===== config.mk =====
export PLATFORM = sky130hd
export DESIGN_NAME = irqc_top
export DESIGN_NICKNAME = d
export VERILOG_FILES = /design/src/rtl/irqc_pkg.sv /design/src/rtl/irqc_gateway.sv /design/src/rtl/irqc_target.sv /design/src/rtl/irqc_top.sv
export SDC_FILE = /design/constraint.sdc
export NUM_CORES = 1
export LEC_CHECK = 0
export BUFFER_PORTS_ARGS = -buffer_cell sky130_fd_sc_hd__buf_2
export CORE_MARGIN = 5
export CORE_UTILIZATION = 50
export CTS_BUF_LIST = sky130_fd_sc_hd__clkbuf_8
export CTS_CLUSTER_SIZE = 20
export DETAILED_ROUTE_END_ITERATION = 8
export GPL_TIMING_DRIVEN = 0
export PLACE_DENSITY = 0.69
export SKIP_CTS_REPAIR_TIMING = 1
export SYNTH_ARGS = -nofsm -noshare
export SYNTH_HDL_FRONTEND = slang
export SYNTH_HIERARCHICAL = 1
export SYNTH_SLANG_ARGS = --single-unit

===== constraint.sdc =====
create_clock -name clk -period 22.3 [get_ports clk]
set_input_delay 0 -clock clk [delete_from_list [all_inputs] [get_ports clk]]
set_output_delay 0 -clock clk [all_outputs]
set_load 0.02 [all_outputs]

===== src/rtl/irqc_pkg.sv =====
package irqc_pkg;

  // Register regions, selected by the two top address bits
  typedef enum logic [1:0] {
    REG_PRIO  = 2'd0,
    REG_EN    = 2'd1,
    REG_THR   = 2'd2,
    REG_CLAIM = 2'd3
  } irqc_region_e;

  // A source may interrupt a context when it is pending, enabled there,
  // has nonzero priority and meets the context threshold.
  function automatic logic src_eligible(logic pend, logic en,
                                        logic [7:0] prio, logic [7:0] thr);
    return pend && en && (prio != 8'd0) && (prio >= thr);
  endfunction

  // Strictly greater priority replaces the current best; scanning upward
  // in identifier therefore keeps the lowest identifier on a tie.
  function automatic logic outranks(logic ok, logic [7:0] prio,
                                    logic [7:0] best);
    return ok && (prio > best);
  endfunction

endpackage


===== src/rtl/irqc_gateway.sv =====
module irqc_gateway #(
  parameter bit EDGE = 1'b0
) (
  input  logic clk,
  input  logic rst_n,
  input  logic src_i,
  input  logic claim_i,
  input  logic complete_i,
  output logic pending_o,
  output logic in_service_o
);

  logic set_req;

  generate
    if (EDGE) begin : g_edge
      logic src_prev;
      always_ff @(posedge clk) begin
        if (!rst_n) src_prev <= 1'b0;
        else        src_prev <= src_i;
      end
      assign set_req = src_i && !src_prev;
    end else begin : g_level
      assign set_req = src_i;
    end
  endgenerate

  always_ff @(posedge clk) begin
    if (!rst_n) begin
      pending_o    <= 1'b0;
      in_service_o <= 1'b0;
    end else if (claim_i) begin
      pending_o    <= 1'b0;
      in_service_o <= 1'b1;
    end else begin
      if (set_req && !in_service_o) pending_o <= 1'b1;
      if (complete_i)               in_service_o <= 1'b0;
    end
  end

endmodule


===== src/rtl/irqc_target.sv =====
module irqc_target
  import irqc_pkg::*;
#(
  parameter int N_SRC  = 10,
  parameter int PRIO_W = 3,
  localparam int ID_W  = $clog2(N_SRC + 1)
) (
  input  logic [N_SRC:0]              pending,
  input  logic [N_SRC:0]              enable,
  input  logic [(N_SRC+1)*PRIO_W-1:0] prio_flat,
  input  logic [PRIO_W-1:0]           threshold,
  output logic [ID_W-1:0]             best_id,
  output logic                        irq
);

  logic [7:0] best_prio;

  always_comb begin
    best_prio = 8'd0;
    best_id   = '0;
    for (int s = 1; s <= N_SRC; s++) begin
      logic [7:0] p;
      logic       ok;
      p  = 8'(prio_flat[s*PRIO_W +: PRIO_W]);
      ok = src_eligible(pending[s], enable[s], p, 8'(threshold));
      if (outranks(ok, p, best_prio)) begin
        best_prio = p;
        best_id   = ID_W'(s);
      end
    end
  end

  assign irq = (best_id != '0);

endmodule


===== src/rtl/irqc_top.sv =====
module irqc_top
  import irqc_pkg::*;
#(
  parameter int          N_SRC     = 10,
  parameter int          N_CTX     = 2,
  parameter int          PRIO_W    = 3,
  parameter int          ADDR_W    = 8,
  parameter int          DATA_W    = 32,
  parameter logic [31:0] EDGE_MASK = 32'h0000_07C0
) (
  input  logic              clk,
  input  logic              rst_n,
  input  logic [N_SRC:1]    src_i,
  output logic [N_CTX-1:0]  irq_o,
  input  logic              reg_wr,
  input  logic              reg_rd,
  input  logic [ADDR_W-1:0] reg_addr,
  input  logic [DATA_W-1:0] reg_wdata,
  output logic [DATA_W-1:0] reg_rdata
);

  localparam int ID_W  = $clog2(N_SRC + 1);
  localparam int IDX_W = ADDR_W - 2;

  // Configuration state
  logic [PRIO_W-1:0] prio_q [N_SRC+1];
  logic [N_SRC:0]    en_q   [N_CTX];
  logic [PRIO_W-1:0] thr_q  [N_CTX];
  logic [(N_SRC+1)*PRIO_W-1:0] prio_flat;

  // Named events for the checker
  logic [N_SRC:0] pending;
  logic [N_SRC:0] in_service;
  logic [N_SRC:0] claim_pulse;
  logic [N_SRC:0] complete_pulse;
  logic [ID_W-1:0] best_id [N_CTX];

  irqc_region_e     region;
  logic [IDX_W-1:0] idx;
  logic             ctx_ok;
  logic             claim_hit;
  logic             cmpl_hit;
  logic [ID_W-1:0]  claim_id;
  logic [DATA_W-1:0] rd_value;

  assign region = irqc_region_e'(reg_addr[ADDR_W-1 -: 2]);
  assign idx    = reg_addr[IDX_W-1:0];
  assign ctx_ok = (idx < IDX_W'(N_CTX));

  assign claim_hit = reg_rd && (region == REG_CLAIM) && ctx_ok;
  assign cmpl_hit  = reg_wr && (region == REG_CLAIM) && ctx_ok;

  always_comb begin
    for (int s = 0; s <= N_SRC; s++) prio_flat[s*PRIO_W +: PRIO_W] = prio_q[s];
  end

  // Best identifier of the addressed context
  always_comb begin
    claim_id = '0;
    for (int c = 0; c < N_CTX; c++)
      if (idx == IDX_W'(c)) claim_id = best_id[c];
  end

  always_comb begin
    claim_pulse    = '0;
    complete_pulse = '0;
    for (int s = 1; s <= N_SRC; s++) begin
      claim_pulse[s]    = claim_hit && (claim_id == ID_W'(s));
      complete_pulse[s] = cmpl_hit && (reg_wdata == DATA_W'(s)) && in_service[s];
    end
  end

  // Per-source gateways
  assign pending[0]    = 1'b0;
  assign in_service[0] = 1'b0;

  generate
    for (genvar s = 1; s <= N_SRC; s++) begin : g_src
      irqc_gateway #(.EDGE(EDGE_MASK[s])) u_gw (
        .clk          (clk),
        .rst_n        (rst_n),
        .src_i        (src_i[s]),
        .claim_i      (claim_pulse[s]),
        .complete_i   (complete_pulse[s]),
        .pending_o    (pending[s]),
        .in_service_o (in_service[s])
      );
    end
  endgenerate

  // Per-context arbiters
  generate
    for (genvar c = 0; c < N_CTX; c++) begin : g_ctx
      irqc_target #(.N_SRC(N_SRC), .PRIO_W(PRIO_W)) u_tgt (
        .pending   (pending),
        .enable    (en_q[c]),
        .prio_flat (prio_flat),
        .threshold (thr_q[c]),
        .best_id   (best_id[c]),
        .irq       (irq_o[c])
      );
    end
  endgenerate

  // Configuration writes
  always_ff @(posedge clk) begin
    if (!rst_n) begin
      for (int s = 0; s <= N_SRC; s++) prio_q[s] <= '0;
      for (int c = 0; c < N_CTX; c++) begin
        en_q[c]  <= '0;
        thr_q[c] <= '0;
      end
    end else if (reg_wr) begin
      case (region)
        REG_PRIO: begin
          for (int s = 1; s <= N_SRC; s++)
            if (idx == IDX_W'(s)) prio_q[s] <= reg_wdata[PRIO_W-1:0];
        end
        REG_EN: begin
          for (int c = 0; c < N_CTX; c++)
            if (idx == IDX_W'(c)) en_q[c] <= {reg_wdata[N_SRC:1], 1'b0};
        end
        REG_THR: begin
          for (int c = 0; c < N_CTX; c++)
            if (idx == IDX_W'(c)) thr_q[c] <= reg_wdata[PRIO_W-1:0];
        end
        default: ;
      endcase
    end
  end

  // Read mux
  always_comb begin
    rd_value = '0;
    case (region)
      REG_PRIO: begin
        for (int s = 0; s <= N_SRC; s++)
          if (idx == IDX_W'(s)) rd_value = DATA_W'(prio_q[s]);
      end
      REG_EN: begin
        for (int c = 0; c < N_CTX; c++)
          if (idx == IDX_W'(c)) rd_value = DATA_W'(en_q[c]);
      end
      REG_THR: begin
        for (int c = 0; c < N_CTX; c++)
          if (idx == IDX_W'(c)) rd_value = DATA_W'(thr_q[c]);
      end
      REG_CLAIM: rd_value = ctx_ok ? DATA_W'(claim_id) : '0;
      default: ;
    endcase
  end

  always_ff @(posedge clk) begin
    if (!rst_n)      reg_rdata <= '0;
    else if (reg_rd) reg_rdata <= rd_value;
  end

endmodule


# Word level (Yosys, flattened, before mapping)
# Memory sizes are Yosys's and may differ from the RTL's.
# Cells that the tools add are included.
# totals
ff_bits,57
mem_bits_rw,59
inputBits,54
out_inout_bits,34
word_cells,454
n_memories,3
# mem_list
name,words,width,read_ports,rd_ports_with_merged_regs,wr,line_no,rtl
prio_q,11,3,11,0,11,irqc_top.sv:26,logic [PRIO_W-1:0] prio_q [N_SRC+1];
en_q,2,10,2,0,2,irqc_top.sv:27,logic [N_SRC:0] en_q [N_CTX];
thr_q,2,3,2,0,2,irqc_top.sv:28,logic [PRIO_W-1:0] thr_q [N_CTX];
# op_classes
order_cmp,40
eq_ne,33
muxes,159
n_bitwise,15
reduce_logical,178
# ops
op,count
$mux 32,12
$logic_and 1x1->1,129
$eq 32x3->1 const B,4
$pmux 32 s4,1
$mux 3,40
$eq 32x4->1 const B,3
$mux 1,90
$eq 32x2->1 const B,2
$ge 3x3->1,20
$gt 3x3->1,18
$mux 4,9
$eq 32x1->1 const B,1
$reduce_bool 3->1,10
$eq 6x3->1 const B,4
$mux 10,2
$reduce_bool 2->1,10
$reduce_or 2->1,10
$eq 6x4->1 const B,3
$eq 4x3->1 const B,4
$logic_not 1->1,15
$or 1x1->1,14
$eq 4x4->1 const B,3
$eq 6x2->1 const B,2
$mux 11,1
12 further kinds,18

# Depth between registers and ports, before layout
# An unclocked memory read counts as a cell.
# logic_depth
ltp_word,38
mapped_depth,69
ltp_nobuf,69

# Hierarchy
# The synthesis kept the hierarchy.
# modules_own_cells
mod,n_inst,cells_per_inst,area_per_inst_um2
irqc_top,1,370,3622.2
irqc_target (g_ctx[1].u_tgt),1,263,2075.7
irqc_target (g_ctx[0].u_tgt),1,252,1965.6
irqc_gateway (g_src[10].u_gw ...),5,9,107.6
irqc_gateway (g_src[1].u_gw ...),5,7,73.8

# Worst setup path after synthesis
# No wires, ideal clock.
# synth_path
path_type,reg2reg
startpoint,memory thr_q[0][0]
endpoint,register g_src[5].u_gw.pending_o
arrival_ns,12.862
setup_slack_ns,9.322
stages_incl_launch_ff,65
path_buffers,0
period_less_slack_ns,12.978
cell_sequence,edfxtp_1 -> ha_1 -> nor2b_1 -> o21ai_0 -> and3_2 -> inv_1 -> ha_1 -> nor2b_4 -> o311a_4 -> nand4_4 -> mux2_2 -> ha_1 -> nor2b_1 -> o21ai_1 -> a2111oi_2 -> o31a_2 -> nor2_1 -> a21oi_1 -> [... 29 more ...] -> ha_1 -> a31oi_1 -> o21ai_0 -> nor2_1 -> nor2_1 -> a22oi_1 -> ha_1 -> nor2b_1 -> o21a_1 -> o221ai_1 -> nand2_1 -> o21ai_1 -> nor3b_1 -> o21ai_0 -> or2_2 -> nor2_1 -> inv_1 -> o211a_1
# synth_rtl
item,line_no,rtl
start: declaration,irqc_top.sv:28,
end signal: assignment,irqc_gateway.sv:30,pending_o <= 1'b0;
end signal: assignment,irqc_gateway.sv:33,pending_o <= 1'b0;
end signal: assignment,irqc_gateway.sv:36,if (set_req && !in_service_o) pending_o <= 1'b1;
end: declaration,irqc_gateway.sv:9,"output logic pending_o,"

==> flow_metrics.env <==
export IMPL_clkLatencyLatePin_ns=0.36
export IMPL_io_buffer_count=64
export IMPL_dr_total_vias=7774
export IMPL_cts_max_path_buffers=2
export IMPL_nFillCells=1509
export IMPL_max_freq_mhz=63.3
export IMPL_groute_usage_overall_pct=24.3
export IMPL_antenna_violating_nets_post_route=0
export IMPL_tritoncts_num_buffers=9
export IMPL_cpMaxStageDelayCell="edfxtp_1"
export IMPL_max_cap_viol_count=0
export IMPL_leakage_uw=0.00411
export IMPL_grt_remaining_overflow=0
export IMPL_syn_area_um2=8570
export IMPL_cts_tree="built"
export IMPL_floorplan_rows=47
export IMPL_final_max_slew_violation_count=0
export IMPL_cts_sink_count=92
export IMPL_grt_setup_unrepaired="no"
export IMPL_timing_final_crit_period_ns=15.80
export IMPL_antenna_found_initial=0
export IMPL_arrival_ns=16.06
export IMPL_holdCritPathClass="in2reg"
export IMPL_synthesis_yosys_warnings=6
export IMPL_finish_net_count=1240
export IMPL_fp_dieArea_um2=19900
export IMPL_yosys_top_cells_area="edfxtp_1, ha_1, dfxtp_1, nor2_1, nand2_1"
export IMPL_place_congestion=0.983
export IMPL_max_slew_margin_pct=26.0
export IMPL_chipWidth_um=141
export IMPL_asyncSetResetFlopFracSynth_pct=0
export IMPL_worst_path_max_fanout=11
export IMPL_setup_viol=0
export IMPL_drc=0
export IMPL_post_synth_most_frequent_cells="ha_1, nor2_1, nand2_1"
export IMPL_grt_start_max_net_pins=29
export IMPL_areaGrowthSynthToFinish_pct=11.7
export IMPL_period_utilization_pct=70.8
export IMPL_vias_per_cell=5.98
export IMPL_drt_pre_antenna_iters=6
export IMPL_drive_gt1_share_pct=16.0
export IMPL_library_cell_appearing_most_often_on_the_critical_path="ha_1"
export IMPL_via_count_of_the_first_global_routing_pass=7221
export IMPL_finalWirelength_mm=24.7
export IMPL_clockRootBuffer="clkbuf_8"
export IMPL_count_of_boundary_i_o_pins=88
export IMPL_timing_hold_violations_final=1
export IMPL_inserted_diodes=0
export IMPL_critPathKind="reg2reg"
export IMPL_final_setup_tns_ns=0
export IMPL_regArea_um2=2400
export IMPL_synth_enable_flop_cells=56
export IMPL_floorplan_die_height_um=141
export IMPL_run_status="finished, violations left"
export IMPL_synth_most_common_cell="ha_1"
export IMPL_synth_largest_type_area_fraction_pct=19.6
export IMPL_yosysSeqAreaShare_pct=28.0
export IMPL_number_of_distinct_library_cells_after_synthesis=100
export IMPL_netlist_instances=965
export IMPL_required_time_at_the_endpoint_of_the_critical_path_ns=22.56
export IMPL_peak_supply_drop_v=0.0000407
export IMPL_grt_pass1_wl_mm=38.4
export IMPL_core_region_area_um2=16700
export IMPL_pwr_density_cell_nw_per_um2=46.0
export IMPL_synth_avg_cell_area_um2=8.88
export IMPL_violations="hold timing"
export IMPL_cp_slowest_stage_delay_ns=0.73
export IMPL_postSynthRegisterBits=92
export IMPL_tightestPinTransition_ns=1.09
export IMPL_route_detailed_wl_per_inst_um=19.0
export IMPL_synth_top_area_cell="edfxtp_1"
export IMPL_start_util_pct=51.3
export IMPL_multiInputGateArea_um2=5740
export IMPL_critPathTopFamily="compound AO/OA/AOI/OAI gates"
export IMPL_clk_transition_reported_paths_ns=0.09
export IMPL_finalHoldWorstSlack_ns=-0.0150
export IMPL_hpwlAfterDp_mm=19.4
export IMPL_fin_total_pwr_uw=440
export IMPL_startpoint_type="flip-flop"
export IMPL_initialDrtViolationCount=711
export IMPL_synth_top_flop_cell="edfxtp_1"
export IMPL_cts_max_level=3
export IMPL_critical_path_buf_inv_count=4
export IMPL_end_kind="flip-flop"
export IMPL_finClkSkew_ns=0.00606
==> flip-flops by register name (all words and copies together), names as in the netlist <==
register	cells
g_src.u_gw/in_service_o	10
thr_q	6
en_q	20
g_src.u_gw/g_edge.src_prev	5
prio_q	30
g_src.u_gw/pending_o	10
reg_rdata	11
==> kinds of logic (layout without fill, tap and decap cells) <==
family	after synthesis	in the layout	synth area share (%)
AND/OR/NAND/NOR	361	361	23.8
AO/OA/AOI/OAI	262	262	22.6
multiplexers	28	28	3.62
other	1	21	0.0438
buffers and inverters	111	207	5.91
flip-flops	92	92	28.0
adder cells (fa/ha/maj)	110	110	16.1
==> per-layer routing <==
layer | up-vias | GRT usage, % | wire, um | share of wire [%]
li1 | 3808 | - | - | -
met1 | 3620 | 32.7 | 10600 | 43
met2 | 291 | 40.0 | 11400 | 46
met3 | 55 | 3.49 | 1730 | 7.0
met4 | 0 | 8.62 | 914 | 3.7
met5 | - | 0 | 0 | 0
==> report_power, final <==
| part | internal [uW] | switching, uW |
|---|---|---|
| Sequential | 188 | 15.9 |
| Combinational | 58.6 | 77.0 |
| Clock | 40.9 | 60.2 |
| Total | 287 | 153 |
==> cell type report <==
cell class	count	area share, %
Clock buffer	9	1.29
Clock inverter	7	0.536
Buffer	38	2.43
Tap cell	220	2.88
Multi-Input combinational cell	782	59.9
Timing Repair Buffer	80	4.97
Inverter	73	2.86
Sequential cell	92	25.1
==> tightest hold or removal path, delay by kind of cell <==
kind	cells	cell delay (ns)
buffers and inverters	1	0.07
AOI/OAI and AO/OA	1	0.13
and+or+nand+nor	1	0.12
==> layout by cell type (no fill, tap or decap), types with 6 or more instances in the layout <==
| master | Yosys | layout |
|---|---|---|
| ha_1 | 110 | 110 |
| nor2_1 | 82 | 82 |
| nand2_1 | 74 | 74 |
| inv_1 | 73 | 73 |
| buf_2 | 3 | 67 |
| edfxtp_1 | 56 | 56 |
| a21oi_1 | 37 | 37 |
| o21ai_0 | 38 | 36 |
| dfxtp_1 | 36 | 36 |
| nor2b_1 | 33 | 33 |
| nand2b_1 | 25 | 25 |
| and2_1 | 24 | 24 |
| a31oi_1 | 23 | 23 |
| buf_4 | 21 | 23 |
| conb_1 | 1 | 21 |
| nand3_1 | 17 | 17 |
| a22oi_1 | 16 | 16 |
| and3_1 | 16 | 16 |
| dlygate4sd3_1 | 0 | 14 |
| mux2i_1 | 13 | 13 |
| o22ai_1 | 13 | 13 |
| mux2_2 | 12 | 12 |
| o211a_1 | 12 | 12 |
| a21o_1 | 11 | 11 |
| clkbuf_1 | 10 | 10 |
| nand4_1 | 10 | 10 |
| o21a_1 | 10 | 10 |
| nor3_1 | 9 | 9 |
| clkbuf_8 | 0 | 9 |
| o311ai_0 | 9 | 9 |
| o31ai_1 | 7 | 7 |
| nor4_1 | 6 | 6 |
| o21ai_1 | 4 | 6 |
| nor4b_1 | 6 | 6 |
| a22o_1 | 6 | 6 |
| nand3b_1 | 6 | 6 |
| o211ai_1 | 6 | 6 |
| a21boi_0 | 6 | 6 |
| and2_2 | 6 | 6 |
| a21boi_1 | 6 | 6 |
==> path summary, 6_finish.rpt <==
check	startpoint	endpoint	slack (ns)	cells past startpoint
worst max-delay path	thr_q[0][3]	g_src[3].u_gw/pending_o	6.50	62
worst min-delay path	src_i[3]	g_src[3].u_gw/pending_o	-0.02	3
worst max register to register	thr_q[0][3]	g_src[3].u_gw/pending_o	6.50	62
worst min register to register	g_src[1].u_gw/in_service_o	g_src[1].u_gw/in_service_o	0.49	2
==> through the flow <==
step	std cells	util, %	cell area, um2	worst slack (ns)	hold slack (ns)
final	1301	57.3	9570	6.50	-0.0150
after global routing	1301	57.3	9570	5.37	0.00265
after CTS	1287	56.5	9430	6.77	-0.157
after detailed placement	1271	55.4	9260	6.86	0.230
after global placement	1269	55.3	9240	7.01	0.231
after floorplan	985	-	8650	9.32	0.136
Note: power is estimated with default switching activity, not from simulation.
